==> config.mk <==
export PLATFORM = sky130hd
export DESIGN_NAME = wdt_keyed
export DESIGN_NICKNAME = d
export VERILOG_FILES = /design/src/rtl/wdt_pkg.sv /design/src/rtl/wdt_key.sv /design/src/rtl/wdt_counter.sv /design/src/rtl/wdt_keyed.sv
export SDC_FILE = /design/constraint.sdc
export NUM_CORES = 1
export LEC_CHECK = 0
export BUFFER_PORTS_ARGS = -buffer_cell sky130_fd_sc_hd__buf_4
export CORE_UTILIZATION = 40
export CTS_CLUSTER_SIZE = 30
export DETAILED_ROUTE_END_ITERATION = 6
export PLACE_DENSITY_LB_ADDON = 0.25
export SYNTH_ARGS = -nofsm -noshare
export SYNTH_HDL_FRONTEND = slang
export SYNTH_SLANG_ARGS = --single-unit
export TNS_END_PERCENT = 10
==> constraint.sdc <==
create_clock -name clk -period 3.4 [get_ports clk]
set_clock_uncertainty 0.2 [all_clocks]
set_input_delay 0.68 -clock clk [delete_from_list [all_inputs] [get_ports clk]]
set_output_delay 0.68 -clock clk [all_outputs]
set_load 0.02 [all_outputs]
==> src/rtl/wdt_pkg.sv <==
package wdt_pkg;
  localparam logic [4:0] A_PRE1 = 5'h00;
  localparam logic [4:0] A_PRE2 = 5'h04;
  localparam logic [4:0] A_KEY  = 5'h0C;
  localparam logic [4:0] A_CMD  = 5'h0D;
  localparam logic [4:0] A_CFG  = 5'h10;
  localparam logic [4:0] A_CNT  = 5'h14;
  localparam logic [4:0] A_LOCK = 5'h18;

  localparam logic [7:0] KEY_A = 8'h80;
  localparam logic [7:0] KEY_B = 8'h86;

  localparam int RST_PULSE = 4;

  typedef enum logic [1:0] {K_IDLE, K_HALF, K_ARMED} key_st_t;
  typedef enum logic {ST_ONE, ST_TWO} stage_t;

  typedef struct packed {
    logic no_toggle;
    logic rst_en;
    logic warm;
    logic presc;
  } cfg_t;
endpackage

==> src/rtl/wdt_key.sv <==
module wdt_key
  import wdt_pkg::*;
(
  input  logic       clk,
  input  logic       rst_n,
  input  logic       wr_en,
  input  logic [4:0] wr_addr,
  input  logic [7:0] wr_byte,
  output logic       grant,
  output logic       armed
);
  key_st_t st_q;
  logic    prot;

  assign prot  = (wr_addr == A_PRE1) || (wr_addr == A_PRE2) || (wr_addr == A_CMD);
  assign armed = (st_q == K_ARMED);
  assign grant = wr_en && armed && prot;

  always_ff @(posedge clk or negedge rst_n) begin
    if (!rst_n) begin
      st_q <= K_IDLE;
    end else if (wr_en) begin
      if (wr_addr == A_KEY) begin
        if (wr_byte == KEY_A)
          st_q <= K_HALF;
        else if (wr_byte == KEY_B && st_q == K_HALF)
          st_q <= K_ARMED;
        else
          st_q <= K_IDLE;
      end else begin
        st_q <= K_IDLE;
      end
    end
  end
endmodule

==> src/rtl/wdt_counter.sv <==
module wdt_counter
  import wdt_pkg::*;
#(
  parameter int PRE_W = 20,
  parameter int FRAC  = 15,
  localparam int CNT_W = PRE_W + FRAC
)(
  input  logic             clk,
  input  logic             rst_n,
  input  logic             en,
  input  logic             kick,
  input  logic             presc,
  input  logic [PRE_W-1:0] pre1,
  input  logic [PRE_W-1:0] pre2,
  output logic             s1_exp,
  output logic             s2_exp,
  output logic [CNT_W-1:0] cnt
);
  stage_t stage_q;
  logic   at_zero;

  function automatic logic [CNT_W-1:0] load_val(input logic [PRE_W-1:0] p, input logic ps);
    if (ps) return {p, {FRAC{1'b1}}};
    else    return CNT_W'(p);
  endfunction

  assign at_zero = (cnt == '0);
  assign s1_exp  = en && !kick && at_zero && (stage_q == ST_ONE);
  assign s2_exp  = en && !kick && at_zero && (stage_q == ST_TWO);

  always_ff @(posedge clk or negedge rst_n) begin
    if (!rst_n) begin
      stage_q <= ST_ONE;
      cnt     <= '0;
    end else if (!en || kick) begin
      stage_q <= ST_ONE;
      cnt     <= load_val(pre1, presc);
    end else if (at_zero) begin
      if (stage_q == ST_ONE) begin
        stage_q <= ST_TWO;
        cnt     <= load_val(pre2, presc);
      end else begin
        stage_q <= ST_ONE;
        cnt     <= load_val(pre1, presc);
      end
    end else begin
      cnt <= cnt - 1'b1;
    end
  end
endmodule

==> src/rtl/wdt_keyed.sv <==
module wdt_keyed
  import wdt_pkg::*;
#(
  parameter int PRE_W = 20,
  parameter int FRAC  = 15,
  localparam int CNT_W = PRE_W + FRAC,
  localparam int RC_W  = $clog2(RST_PULSE + 1)
)(
  input  logic        clk,
  input  logic        rst_n,
  input  logic        wr_en,
  input  logic [4:0]  wr_addr,
  input  logic [31:0] wr_data,
  input  logic [4:0]  rd_addr,
  output logic [31:0] rd_data,
  output logic        tout_flag,
  output logic        rst_req,
  output logic        rst_warm,
  output logic        tout_pin
);
  logic             grant, armed;
  logic [PRE_W-1:0] pre1_q, pre2_q;
  cfg_t             cfg_q;
  logic             en_q, lock_q;
  logic             kick, clr_flag;
  logic             s1_exp, s2_exp;
  logic [CNT_W-1:0] cnt;
  logic [RC_W-1:0]  rcnt_q;

  wdt_key u_key (
    .clk(clk), .rst_n(rst_n), .wr_en(wr_en), .wr_addr(wr_addr),
    .wr_byte(wr_data[7:0]), .grant(grant), .armed(armed)
  );

  assign kick     = grant && (wr_addr == A_CMD) && wr_data[0];
  assign clr_flag = grant && (wr_addr == A_CMD) && wr_data[1];

  wdt_counter #(.PRE_W(PRE_W), .FRAC(FRAC)) u_cnt (
    .clk(clk), .rst_n(rst_n), .en(en_q), .kick(kick), .presc(cfg_q.presc),
    .pre1(pre1_q), .pre2(pre2_q), .s1_exp(s1_exp), .s2_exp(s2_exp), .cnt(cnt)
  );

  always_ff @(posedge clk or negedge rst_n) begin
    if (!rst_n) begin
      pre1_q <= '0;
      pre2_q <= '0;
      cfg_q  <= '0;
      en_q   <= 1'b0;
      lock_q <= 1'b0;
    end else if (wr_en) begin
      if (grant && wr_addr == A_PRE1) pre1_q <= wr_data[PRE_W-1:0];
      if (grant && wr_addr == A_PRE2) pre2_q <= wr_data[PRE_W-1:0];
      if (wr_addr == A_CFG && !lock_q) cfg_q <= wr_data[5:2];
      if (wr_addr == A_LOCK) begin
        lock_q <= lock_q | wr_data[0];
        en_q   <= lock_q ? (en_q | wr_data[1]) : wr_data[1];
      end
    end
  end

  always_ff @(posedge clk or negedge rst_n) begin
    if (!rst_n) begin
      tout_flag <= 1'b0;
      rcnt_q    <= '0;
      tout_pin  <= 1'b0;
    end else begin
      if (s1_exp)        tout_flag <= 1'b1;
      else if (clr_flag) tout_flag <= 1'b0;
      if (s2_exp && cfg_q.rst_en) rcnt_q <= RC_W'(RST_PULSE);
      else if (rcnt_q != '0)      rcnt_q <= rcnt_q - 1'b1;
      if (s2_exp && !cfg_q.no_toggle) tout_pin <= ~tout_pin;
    end
  end

  assign rst_req  = (rcnt_q != '0);
  assign rst_warm = cfg_q.warm;

  always_comb begin
    rd_data = '0;
    case (rd_addr)
      A_PRE1: rd_data = 32'(pre1_q);
      A_PRE2: rd_data = 32'(pre2_q);
      A_KEY:  rd_data = {22'b0, tout_flag, 9'b0};
      A_CFG:  rd_data = {26'b0, cfg_q, 2'b0};
      A_CNT:  rd_data = 32'(cnt);
      A_LOCK: rd_data = {30'b0, en_q, lock_q};
      default: rd_data = '0;
    endcase
  end
endmodule

# Word-level counts from Yosys, hierarchy flattened
# Index checks and enable logic that the tools add are counted.
dict set report classes {
  add_sub_neg 2
  n_eq_ne 14
  n_mux 17
  bitwise_logic 4
  reduce_logical 33
}
# operator count
set ops {}
lappend ops {{$pmux 32 s6} 1}
lappend ops {{$mux 35} 5}
lappend ops {{$logic_not 35->1} 1}
lappend ops {{$sub 35x1->35 const B} 1}
lappend ops {{$eq 5x5->1 const B} 5}
lappend ops {{$eq 8x8->1 const B} 2}
lappend ops {{$eq 5x4->1 const B} 3}
lappend ops {{$logic_and 1x1->1} 15}
lappend ops {{$eq 5x3->1 const B} 2}
lappend ops {{$logic_not 5->1} 2}
lappend ops {{$reduce_and 2->1} 4}
lappend ops {{$mux 1} 6}
lappend ops {{$mux 2} 3}
lappend ops {{$mux 3} 2}
lappend ops {{$reduce_bool 2->1} 3}
lappend ops {{$logic_not 1->1} 4}
lappend ops {{$logic_or 1x1->1} 3}
lappend ops {{$reduce_bool 3->1} 1}
lappend ops {{$sub 3x1->3 const B} 1}
lappend ops {{$eq 2x1->1 const B} 1}
lappend ops {{$eq 2x2->1 const B} 1}
lappend ops {{$not 1->1} 2}
lappend ops {{$or 1x1->1} 2}
dict set report totals {
  reg_bits 89
  input_bits 45
  output_inout_bits 36
  elab_cells 84
}

# Depth between registers and ports, before layout
dict set report depth {
  word_depth 12
  depth_mapped 10
  depth_no_buf 7
}

# Hierarchy
# Synthesis repeated with hierarchy kept, for this count alone.
dict set report hier_totals {
  hier_cells 545
  area_unflattened_um2 5884.4
}
# module n_inst cells_each area_per_inst_um2
set modules_own_cells {}
lappend modules_own_cells {wdt_keyed 1 230 2931.6}
lappend modules_own_cells {wdt_counter 1 299 2801.4}
lappend modules_own_cells {wdt_key 1 16 151.4}

# Worst setup path before layout
# No wires, ideal clock.
dict set report synth_path {
  path_type {input port to output port}
  from {input port rd_addr[1]}
  to {output port rd_data[11]}
  arrival_time_ns 2.207
  slack_ns 0.313
  cell_stages 4
  n_path_buf 1
  cell_sequence {nor4b_1 > clkbuf_1 > a22oi_1 > o21ai_0}
}
dict set report synth_between {
  elab_chain_len 2
}
# element line_no
set synth_lines {}
lappend synth_lines {{start, declared} wdt_keyed.sv:14} ;# input logic [4:0] rd_addr,
lappend synth_lines {{$eq 5x5->1 (tied with other cells)} wdt_keyed.sv:80} ;# case (rd_addr)
lappend synth_lines {{$pmux 32 s6 *} wdt_keyed.sv:80}
lappend synth_lines {{end, declared} wdt_keyed.sv:15} ;# output logic [31:0] rd_data,
# Every way passes the cells marked *; elsewhere a longest branch is shown, timed or not.

# Final worst setup path
dict set report layout_path {
  from {input port rd_addr[1]}
  to {output port rd_data[3]}
}
# The elaborated chain is that of the path after synthesis.

==> out/metrics.yaml <==
critPathSlowestCell: "nor4b_2"
synth_nets: 593
crit_family: "buffers and inverters"
grt_pass1_wl_um: 24900
hp-class: "input port to asynchronous set/reset pin"
finalCritPeriodShare_pct: 89.6
syn_to_final_growth_pct: 19.0
start_util_pct: 41.4
crit_top_cell: "buf_4"
fmax_mhz: 328
antenna_found_initial: 0
fill_cells: 1258
clock_sinks: 89
grt_start_max_net_pins: 55
slew_headroom_pct: 52.0
grt_util_all_layers_pct: 22.2
reg2reg_to: "u_cnt.cnt[16]"
vias_per_cell: 5.92
grt_remaining_overflow: 0
irDropWorstVdd_mv: 0.287
maxCapViolations: 0
post_drt_wl_per_cell_um: 19.5
crit_fanout: 35
rsz0062_at_grt: "no"
synth_edf_count: 0
cts_buffers: 9
core_region_area_um2: 13300
design_area_um2: 6580
drt_iter0_drc: 329
post_cts_buffers: 0
synth.cell_area_um2: 5530
ys_ff_latch: 89
synth_top_area_cell: "dfrtp_1"
yosysWarnings: 0
routabilityCongestion: 0.836
synth_ff_type: "dfrtp_1"
insertedDiodeCount: 0
synth_cell_types: 62
dieHeight_um: 120
die_area_um2: 14300
cts_tree: "built"
grt_pass1_vias: 4698
synth-async-reset-ratio_pct: 100
r2r_cells: 8
netlist_instances: 545
worstSetupStartpointType: "input port"
num_vias: 4607
power.leakage_nw: 2.82
finalHoldViolations: 0
hpwl_um: 10600
drive_above_1_share_pct: 28.7
r2r-start: "u_cnt.cnt[0]"
finalWirelength_um: 15200
holdBufCountCts: 0
post-route-min-period_ps: 3050
ios: 81
die_w_um: 120
slew_viol_final: 0
htreeDepth: 3
required_ps: 2520
cp-end-kind: "output pin"
cp.arrival_ps: 2170
nets: 645
path_clk_slew_ps: 60
port_buffers: 68
timing.critical_path.buf_inv: 4
dpl-instance-area_um2: 6240
ant_nets: 0
worstMarginPinSlew_ps: 720
status: "completed"
dr.pass1.iters: 5
cts_root_buf: "clkbuf_16"
route.detailed.drc: 0
cts_max_path_buffers: 2
tns_ps: 0
yosysSeqAreaShare_pct: 40.3
powerDensity_nw_per_um2: 500
worstPathCellList: "buf_4, nor4b_2, buf_4, buf_12, a22oi_1, a21oi_1, buf_4"
clock_latency_ps: 340
r2r_setup_slack_ps: 370
crit_type: "input port to output pin"
setup_viol: 0
slowest_delay_ps: 290
synthTopCellsByArea: "dfrtp_1, mux2_2, mux2i_1, a22oi_1, nor2_1"
rows: 42
cts_resized: 0
synth_top_area_share_pct: 40.3
syn_area_per_cell_um2: 10.1
## logic make-up after synthesis
family	count (synthesis)	synth area share [%]
AOI/OAI and AO/OA	134	19.0
xor gates and xnor gates	30	4.75
and+or+nand+nor	162	16.4
DFF	89	40.3
muxes	73	14.3
adders and majority gates	3	0.679
buffers and inverters	54	4.57
## cells in the final DEF (no fill, tap or decap), types with 6 or more instances in the layout
cell type,instances
mux2_2,47
or3_1,9
clkbuf_16,9
a21oi_1,13
nand3_1,6
mux2i_1,26
o2bb2ai_1,11
xnor2_1,15
nand2_1,27
or4_1,10
inv_1,9
nor3_1,10
and3_1,12
dfrtp_1,89
nor4_1,12
xor2_1,15
a31oi_1,16
buf_4,83
o21ai_0,13
a22oi_1,28
a2bb2oi_2,10
nor2_1,43
a221oi_1,9
o31ai_1,6
## synthesized netlist by cell type (all sizes together), types with 12 or more instances
cell and n:
xor2 15, and3 12, o21ai 16, mux2i 26, buf 15, a31oi 16
nor4 14, a221oi 12, xnor2 15, or4 12, mux2 47, nor2 43
a22oi 28, dfrtp 89, clkbuf 30, nand2 27, a21oi 14, a2bb2oi 13
## power by group
group	leakage, nW	switching [mW]	internal, mW	total (mW)
clock	0.155	0.425	0.685	1.11
sequential	1.20	0.155	1.18	1.33
combinational	1.47	0.469	0.374	0.844
## registers in the layout, summed over array words and instances (netlist names)
name and flops:
u_cnt.cnt 35, pre1_q 20, pre2_q 20, cfg_q 3, rcnt_q 3, u_key.st_q 2
en_q 1, lock_q 1, rst_warm 1, tout_flag 1, tout_pin 1, u_cnt.stage_q 1
## worst max-delay path by stage
stage	startpoint	to	slack (ps)	depth (start not counted)
6_report	rd_addr[1]	rd_data[3]	350	7
3_5_place_dp	rd_addr[1]	rd_data[3]	370	7
5_1_grt	u_cnt.cnt[0]	u_cnt.cnt[32]	220	8
4_1_cts	rd_addr[1]	rd_data[3]	370	7
2_1_floorplan	rd_addr[1]	rd_data[11]	310	4
3_3_place_gp	rd_addr[1]	rd_data[15]	410	7
## layer usage
metal / up-vias / wire length, um / global-route usage (%)
li1: 2163 / - / -
met1: 2289 / 6910 / 30.2
met2: 131 / 7320 / 35.7
met3: 24 / 663 / 2.95
met4: 0 / 310 / 9.06
met5: - / 0 / 0
## stage by stage
step	util [%]	hold slack, ps	power, mW	setup WS, ps	std cells
5_1_grt	49.3	253	3.44	218	778
3_5_place_dp	46.8	271	2.19	375	762
3_3_place_gp	46.8	269	2.15	408	762
6_report	49.3	193	3.29	355	778
2_1_floorplan	-	184	1.93	313	545
4_1_cts	49.3	215	3.29	371	778
## worst register-to-register path, cell delays in order (launching register included)
cell and delay (ps):
dfrtp_1 430, inv_1 90, ha_1 170, or3b_2 500
or4_1 660, nor3_4 240, buf_12 200, a21o_1 280
a22oi_1 130
## cell type report
| cell class | instances | area, um^2 | area share (%) |
|---|---|---|---|
| Clock inverter | 4 | 75.1 | 1.14 |
| Multi-Input combinational cell | 402 | 3080 | 46.8 |
| Tap cell | 176 | 220 | 3.35 |
| Timing Repair Buffer | 86 | 683 | 10.4 |
| Clock buffer | 12 | 256 | 3.90 |
| Inverter | 9 | 33.8 | 0.514 |
| Sequential cell | 89 | 2230 | 33.9 |
Power figures use the tool's default switching activity.
